File: config.mk
export PLATFORM = sky130hd
export DESIGN_NAME = trig_wave_buf
export DESIGN_NICKNAME = d
export VERILOG_FILES = /design/src/rtl/trig_wave_buf.sv
export SDC_FILE = /design/constraint.sdc
export NUM_CORES = 2
export LEC_CHECK = 0
export ABC_AREA = 1
export CAP_MARGIN = 20
export CORE_MARGIN = 2
export CORE_UTILIZATION = 55
export CTS_BUF_LIST = sky130_fd_sc_hd__clkbuf_8
export CTS_CLUSTER_SIZE = 30
export DETAILED_ROUTE_END_ITERATION = 8
export PLACE_DENSITY_LB_ADDON = 0.25
export SYNTH_ARGS = -nofsm -noshare
export SYNTH_HDL_FRONTEND = slang
export SYNTH_SLANG_ARGS = --single-unit
File: constraint.sdc
create_clock -name clk -period 5.42 [get_ports clk]
set_input_delay 1.355 -clock clk [delete_from_list [all_inputs] [get_ports clk]]
set_output_delay 1.355 -clock clk [all_outputs]
set_load 0.02 [all_outputs]
File: src/rtl/trig_wave_buf.sv
module trig_wave_buf #(
  parameter int SMP_W      = 10,
  parameter int RING_DEPTH = 256,
  parameter int WIN_MAX    = 32,
  parameter int TDC_W      = 16,
  parameter int TRG_W      = 8,
  parameter int FIFO_DEPTH = 64,
  parameter int LAT_RST    = 160,
  parameter int WIN_RST    = 16,
  localparam int RA_W  = $clog2(RING_DEPTH),
  localparam int WL_W  = $clog2(WIN_MAX + 1),
  localparam int QW    = SMP_W + WL_W,
  localparam int PW0   = (QW > TDC_W) ? QW : TDC_W,
  localparam int PW1   = (PW0 > TRG_W + 1) ? PW0 : TRG_W + 1,
  localparam int PAY_W = (PW1 > SMP_W) ? PW1 : SMP_W,
  localparam int OUT_W = PAY_W + 2
) (
  input  logic             clk,
  input  logic             rst_n,
  input  logic [SMP_W-1:0] smp_in,
  input  logic             trig,
  input  logic [TDC_W-1:0] hit_time,
  input  logic             cfg_we,
  input  logic [1:0]       cfg_addr,
  input  logic [15:0]      cfg_wdata,
  output logic [15:0]      cfg_rdata,
  output logic [OUT_W-1:0] out_data,
  output logic             out_valid,
  input  logic             out_ready
);
  localparam int FA_W = $clog2(FIFO_DEPTH);
  localparam int FC_W = $clog2(FIFO_DEPTH + 1);

  typedef enum logic [1:0] {S_IDLE, S_READ, S_TIME, S_CHG} st_e;
  st_e st;

  logic [SMP_W-1:0] ring [RING_DEPTH];
  logic [RA_W-1:0]  wp, rp, rp_go;
  logic [SMP_W-1:0] smp_rd;

  logic [RA_W-1:0]  lat_r;
  logic [WL_W-1:0]  win_r;
  logic             mode_r, ovf_r;
  logic [7:0]       drop_r;
  logic [TRG_W-1:0] trg_cnt;

  logic             cur_mode;
  logic [WL_W-1:0]  rd_left;
  logic [TDC_W-1:0] t_lat;
  logic [QW-1:0]    acc;

  logic [OUT_W-1:0] fmem [FIFO_DEPTH];
  logic [FA_W-1:0]  fwp, frp;
  logic [FC_W-1:0]  fcnt;
  logic [FC_W:0]    need, room;
  logic             push, pop, busy, accept, fits, go, st_clr, rd_phase;
  logic [OUT_W-1:0] pword;

  assign busy     = (st != S_IDLE);
  assign rd_phase = (st == S_READ);
  assign accept   = trig && !busy;
  assign need     = mode_r ? (FC_W+1)'(3) : (FC_W+1)'(win_r) + 1'b1;
  assign room     = (FC_W+1)'(FIFO_DEPTH) - (FC_W+1)'(fcnt);
  assign fits     = (need <= room);
  assign go       = accept && fits;
  assign st_clr   = cfg_we && (cfg_addr == 2'd3);
  assign smp_rd   = ring[rp];
  assign rp_go    = (wp >= lat_r) ? wp - lat_r
                                  : RA_W'(32'(wp) + RING_DEPTH - 32'(lat_r));

  always_ff @(posedge clk) ring[wp] <= smp_in;

  always_ff @(posedge clk or negedge rst_n)
    if (!rst_n) wp <= '0;
    else        wp <= (wp == RA_W'(RING_DEPTH - 1)) ? '0 : wp + 1'b1;

  always_ff @(posedge clk or negedge rst_n) begin
    if (!rst_n) begin
      lat_r  <= RA_W'(LAT_RST);
      win_r  <= WL_W'(WIN_RST);
      mode_r <= 1'b0;
    end else if (cfg_we) begin
      case (cfg_addr)
        2'd0: if (cfg_wdata == 16'd0)                    lat_r <= RA_W'(1);
              else if (32'(cfg_wdata) > RING_DEPTH - 1)  lat_r <= RA_W'(RING_DEPTH - 1);
              else                                       lat_r <= RA_W'(cfg_wdata);
        2'd1: if (cfg_wdata == 16'd0)                    win_r <= WL_W'(1);
              else if (32'(cfg_wdata) > WIN_MAX)         win_r <= WL_W'(WIN_MAX);
              else                                       win_r <= WL_W'(cfg_wdata);
        2'd2: mode_r <= cfg_wdata[0];
        default: ;
      endcase
    end
  end

  always_comb
    case (cfg_addr)
      2'd0:    cfg_rdata = 16'(lat_r);
      2'd1:    cfg_rdata = 16'(win_r);
      2'd2:    cfg_rdata = {15'd0, mode_r};
      default: cfg_rdata = {drop_r, 7'd0, ovf_r};
    endcase

  always_ff @(posedge clk or negedge rst_n) begin
    if (!rst_n) begin
      ovf_r   <= 1'b0;
      drop_r  <= '0;
      trg_cnt <= '0;
    end else begin
      if (trig && busy)          ovf_r <= 1'b1;
      else if (st_clr)           ovf_r <= 1'b0;
      if (accept && !fits)       drop_r <= (drop_r == 8'hFF) ? drop_r : drop_r + 1'b1;
      else if (st_clr)           drop_r <= '0;
      if (accept)                trg_cnt <= trg_cnt + 1'b1;
    end
  end

  always_ff @(posedge clk or negedge rst_n) begin
    if (!rst_n) begin
      st       <= S_IDLE;
      rp       <= '0;
      rd_left  <= '0;
      cur_mode <= 1'b0;
      t_lat    <= '0;
      acc      <= '0;
    end else begin
      case (st)
        S_IDLE: if (go) begin
          st       <= S_READ;
          rp       <= rp_go;
          rd_left  <= win_r;
          cur_mode <= mode_r;
          t_lat    <= hit_time;
          acc      <= '0;
        end
        S_READ: begin
          acc     <= acc + QW'(smp_rd);
          rp      <= (rp == RA_W'(RING_DEPTH - 1)) ? '0 : rp + 1'b1;
          rd_left <= rd_left - 1'b1;
          if (rd_left == WL_W'(1)) st <= cur_mode ? S_TIME : S_IDLE;
        end
        S_TIME:  st <= S_CHG;
        default: st <= S_IDLE;
      endcase
    end
  end

  always_comb begin
    push  = 1'b0;
    pword = '0;
    if (go) begin
      push  = 1'b1;
      pword = {2'b01, PAY_W'({mode_r, trg_cnt})};
    end else begin
      case (st)
        S_READ: if (!cur_mode) begin
          push  = 1'b1;
          pword = {2'b00, PAY_W'(smp_rd)};
        end
        S_TIME: begin
          push  = 1'b1;
          pword = {2'b10, PAY_W'(t_lat)};
        end
        S_CHG: begin
          push  = 1'b1;
          pword = {2'b11, PAY_W'(acc)};
        end
        default: ;
      endcase
    end
  end

  assign out_valid = (fcnt != '0);
  assign out_data  = fmem[frp];
  assign pop       = out_valid && out_ready;

  always_ff @(posedge clk) if (push) fmem[fwp] <= pword;

  always_ff @(posedge clk or negedge rst_n) begin
    if (!rst_n) begin
      fwp  <= '0;
      frp  <= '0;
      fcnt <= '0;
    end else begin
      if (push) fwp <= (fwp == FA_W'(FIFO_DEPTH - 1)) ? '0 : fwp + 1'b1;
      if (pop)  frp <= (frp == FA_W'(FIFO_DEPTH - 1)) ? '0 : frp + 1'b1;
      case ({push, pop})
        2'b10:   fcnt <= fcnt + 1'b1;
        2'b01:   fcnt <= fcnt - 1'b1;
        default: ;
      endcase
    end
  end
endmodule

# After elaboration in Yosys (flattened, before gate mapping)
# Memory sizes are Yosys's and may differ from the RTL's.
# Index checks and enable logic that the tools add are counted.
# totals
ram_bits,3712
n_memories,2
reg_bits,108
output_inout_bits,35
word_cells,114
inputBits,49
# memory_table
name,depth,word_bits,read_ports,rd_clocked_by_memory_dff,write_ports,line,text
ring,256,10,1,0,1,37,logic [SMP_W-1:0] ring [RING_DEPTH];
fmem,64,18,1,0,1,52,logic [OUT_W-1:0] fmem [FIFO_DEPTH];
# classes
n_addsub,15
magnitude_cmp,4
muxes,35
n_reduce_logical,25
eq_ne,17
# ops
cell,count
8-bit 2-to-1 mux,9
18-bit one-hot mux with 3 select lines,1
16-bit one-hot mux with 3 select lines,1
"8-bit by 1-bit adder with 8-bit output, second input constant",5
16-bit one-hot mux with 2 select lines,1
6-bit 2-to-1 mux,5
"8-bit equality test, second input constant",3
18-bit 2-to-1 mux,1
16-bit by 10-bit adder with 16-bit output,1
"16-bit by 6-bit > comparator with 1-bit output, second input constant",1
"16-bit by 8-bit > comparator with 1-bit output, second input constant",1
16-bit zero test,1
16-bit 2-to-1 mux,1
8-bit one-hot mux with 2 select lines,1
8-bit subtractor,2
7-bit one-hot mux with 2 select lines,1
2-bit AND reduction,7
"6-bit by 1-bit adder with 6-bit output, second input constant",2
"6-bit equality test, second input constant",2
6-bit one-hot mux with 2 select lines,1
"2-bit equality test, second input constant",5
10-bit 2-to-1 mux,1
2-bit nonzero test,5
8-bit greater-or-equal comparator,1
20 further kinds,37

# Longest topological paths before layout
# logic_depth
ltp_word,7
mapped_depth,30

# Worst setup path after synthesis
# No wires, ideal clock.
# synth_path
kind,register -> register
startpoint,reg fcnt[0]
endpoint,mem fmem[0][10] (netlist bit) (data pin)
t_arrival_ns,5.045
stages_incl_launch_ff,19
setup_time_ns,0.702
synth_period_minus_slack_ns,5.747
path_slack_ns,-0.327
cell_sequence,dfrtp_1 > inv_1 > ha_1 > nand3_1 > nor2_1 > nand2_1 > nor2_1 > inv_1 > nand2_1 > inv_1 > ha_1 > and3_1 > nand2_1 > nand2_1 > o311ai_0 > nand2_1 > clkbuf_1 > nand2_1 > o21ai_0
# synth_between
elab_chain_cells,4
# synth_lines
element,line,text
from (decl),54,logic [FC_W-1:0] fcnt;
from (signal assigned),188,2'b10: fcnt <= fcnt + 1'b1;
from (signal assigned),189,2'b01: fcnt <= fcnt - 1'b1;
7-bit by 7-bit subtractor with 8-bit output,63,assign room = (FC_W+1)'(FIFO_DEPTH) - (FC_W+1)'(fcnt);
7-bit by 8-bit <= comparator with 1-bit output,64,assign fits = (need <= room);
1-bit logical AND,65,assign go = accept && fits;
18-bit 2-to-1 mux,151,if (go) begin
named net pword[10],57,logic [OUT_W-1:0] pword;
to (decl),52,
# The timed path passes the listed nets, and every way through them passes these cells.

# Worst setup path after layout
# layout_path
startpoint,reg frp[1]
endpoint,out out_data[4]
# layout_between
elab_chain_cells,1
# layout_lines
element,line,text
from (decl),53,"logic [FA_W-1:0] fwp, frp;"
from (signal assigned),186,if (pop) frp <= (frp == FA_W'(FIFO_DEPTH - 1)) ? '0 : frp + 1'b1;
memory 64 x 18 bit,n/a,
to (decl),27,"output logic [OUT_W-1:0] out_data,"
# No other way between the ends.

==> flow_metrics.py <==
metrics = {
    "run_status": {
        "status": "finished, final reports clean",
    },
    "pwr": {
        "p_int_mw": 46.0,
        "p_leak_nw": 60.6,
        "sw_frac_of_total_pct": 27.9,
        "p_clk_share_pct": 35.9,
        "p_comb_share_pct": 13.3,
        "pwr_density_cell_nw_per_um2": 366,
        "vdd_drop_max_mv": 0.318,
        "power_frac_seq_pct": 50.8,
        "power.switching_mw": 17.8,
    },
    "route": {
        "first_pass_iters": 6,
        "vias": 107000,
        "drcViolationCount": 0,
        "drt_iter0_drc": 13400,
        "routedWlPerCell_um": 24.0,
        "m1WireLength_um": 161000,
        "antenna_left": 0,
        "routed-wl-met3_um": 41800,
        "dr.max_layer_used": "met5",
        "wl_um": 430000,
        "via_per_inst": 5.94,
        "wl_met2_um": 205000,
    },
    "timing": {
        "finalHoldViolCount": 0,
        "finalSetupTns_ns": 0,
        "fin_crit_sh_pct": 98.6,
        "slew_violations": 0,
        "relSlewSlack_pct": 25.2,
        "setup_viol": 0,
        "tightest_slew_ns": 1.12,
        "fin_skew_ns": 0.115,
        "fin_crit_ns": 5.34,
        "fmaxAchievable_ghz": 0.187,
        "rsz0062_at_grt": "no",
        "worst_slack_ns": 0.0756,
    },
    "floorplan": {
        "fp.dieW_um": 538,
        "ios": 84,
        "start_util_pct": 55.4,
        "dieArea_um2": 289000,
        "num_rows": 195,
        "chipHeight_um": 538,
        "core_area_um2": 283000,
    },
    "synth": {
        "synthTopCellsByArea": "edfxtp_1 71%, nand2_1 6.2%, nor2_1 5.8%",
        "avgSynthCellArea_um2": 11.6,
        "ys.flop_type": "edfxtp_1",
        "syn_nets": 13600,
        "synth_top_area_share_pct": 71.1,
        "synth_edf_count": 3712,
        "synth_top_cell_by_area": "edfxtp_1",
        "yosysSeqAreaShare_pct": 72.8,
        "synth_area_um2": 157000,
        "ys_ff_latch": 3820,
        "async_flop_share_pct": 2.83,
        "synthDistinctLibCells": 46,
        "syn_inst": 13500,
        "ys_warn_count": 0,
    },
    "critical_path": {
        "cp-start-kind": "register",
        "cp_num_buf_inv": 3,
        "crit_required_ns": 4.07,
        "path_delay_family": "simple AND/OR/NAND/NOR gates",
        "critical_path_class": "reg -> out",
        "cp.arrival_ns": 3.99,
        "crit_fanout": 30,
        "crit_slowest_cell": "dfrtp_4",
        "max_stage_delay_ns": 0.53,
        "cp_common_cell": "nand3_1",
        "cp_cell_sequence": "buf_16, buf_12, o21ai_0, o221ai_1, nand3_1, nand3_1, nand3_2, nand3_1, dlygate4sd2_1",
        "critPathCaptureType": "output pin",
    },
    "global_routing": {
        "antenna_found_initial": 8,
        "grt_max_degree": 127,
        "grt-ovfl-total": 0,
        "grtUsageTotal_pct": 29.1,
        "grt_pass1_vias": 103000,
        "grt_pass1_wl_um": 634000,
    },
    "layout": {
        "layout_commonest_cell": "edfxtp_1",
        "final_area_um2": 175000,
        "drive_gt1_share_pct": 8.74,
        "final_cell_mix": "3712 x edfxtp_1, 2560 x nand2_1, 2408 x nor2_1",
        "fin_nets": 13800,
        "syn_to_final_growth_pct": 11.4,
    },
    "cts": {
        "cts_tree": "done",
        "htree_levels": 6,
        "cts.sinks": 3820,
        "clk_path_buf_depth": 4,
        "clockRootBuffer": "clkbuf_8",
        "cts-buffers-inserted": 607,
        "clkTransAtPathRegs_ns": 0.06,
        "worstSkewPairLatency_ns": 1.25,
    },
    "place": {
        "routabilityCongestion": 0.915,
        "place_area_um2": 163000,
        "io_buffers": 83,
        "dp_hpwl_um": 240000,
        "pre_cts_slack_ns": 0.680,
    },
    "min_path": {
        "min_path_type": "in -> async",
    },
    "flow_run": {
        "maxCapViolCount": 0,
    },
}
through the flow:
step                hold WS, ns  std cells  util (%)  power [mW]
global placement          0.464      16800      57.5        40.6
floorplan                 0.444      13500         -        37.2
finish                    0.207      17900      61.8        63.9
CTS                       0.158      17900      61.7        63.8
global route              0.208      17900      61.8        65.7
detailed placement        0.465      16800      57.5        40.7
worst paths after layout:
check,from,to,slack (ns),cells past startpoint
min,rst_n,t_lat[13],0.21,1
min in group clk,trg_cnt[7],trg_cnt[7],0.49,1
min reg2reg,trg_cnt[7],trg_cnt[7],0.49,1
max,frp[1],out_data[4],0.08,9
max in group asynchronous,rst_n,rp[2],4.23,2
max reg2reg,rp[0],acc[13],0.53,21
cell families (layout without fill, tap and decap cells):
kind of cell | count (synthesis) | in the layout | synth area share (%)
and+or+nand+nor | 6240 | 6240 | 16.0
AOI/OAI and AO/OA | 2013 | 2013 | 7.07
DFF | 3820 | 3820 | 72.8
buffers and inverters | 1352 | 2024 | 3.52
other | 0 | 9 | 0
adders and majority gates | 46 | 46 | 0.382
xor gates and xnor gates | 31 | 31 | 0.173
muxes | 1 | 1 | 0.00639
registers in the layout (all words and copies together), names as in the netlist:
name      flops
acc          16
fmem       1152
rd_left       6
t_lat        16
trg_cnt       8
cur_mode      1
st            2
wp            8
win_r         6
rp            8
lat_r         8
frp           6
fcnt          7
mode_r        1
ring       2560
drop_r        8
ovf_r         1
fwp           6
Yosys cell counts (all sizes together) (9+ instances only):
| cell | instances |
|---|---|
| nor3 | 13 |
| a21oi | 225 |
| nand4 | 38 |
| edfxtp | 3712 |
| o21ai | 1347 |
| buf | 322 |
| nand2 | 2572 |
| o221ai | 115 |
| dfrtp | 105 |
| o211ai | 104 |
| nand3 | 1129 |
| inv | 509 |
| ha | 43 |
| or2 | 44 |
| xnor2 | 9 |
| xor2 | 22 |
| nor2 | 2434 |
| o22ai | 196 |
| clkbuf | 514 |
worst register-to-register path, delay by kind of cell, from the launching register on:
kind	cells	cell delay, ns
buffers and inverters	3	1.05
and+or+nand+nor	12	1.96
AOI/OAI and AO/OA	5	0.84
adders and majority gates	1	0.32
DFF	1	0.64
metal layers:
metal  vias to the layer above  global-route usage [%]
li1                      47800                       -
met1                     51700                    38.2
met2                      5981                    47.1
met3                       999                    4.92
met4                         4                    15.1
met5                         -                       0
power groups by stage:
stage | logic (mW) | clock network [mW] | registers [mW]
floorplan | 4.27 | 0 | 33.0
global placement | 7.56 | 0 | 33.0
CTS | 8.27 | 23.1 | 32.4
global route | 8.95 | 24.4 | 32.4
finish | 8.49 | 22.9 | 32.4
detailed placement | 7.67 | 0 | 33.0
cell type report:
class                      instances  area [um2]
sequential                      3820      114000
multi-input combinational       8331       37500
antenna                            9        22.5
timing repair buffer             426        5090
tap                             3743        4680
inverter                         516        2000
timing repair inverter             3        28.8
clock buffer                     627        8630
clock inverter                   452        2540
fill                           21400      108000
repair_timing:
action	4_1_cts	5_1_grt
cloned	14	1
pin swaps	1	0
endpoints found under the hold margin	0	0
hold buffers	0	0
resized for setup	59	13
buffers inserted	9	0
setup endpoints to repair	18	7
(Power assumes the default switching activity.)
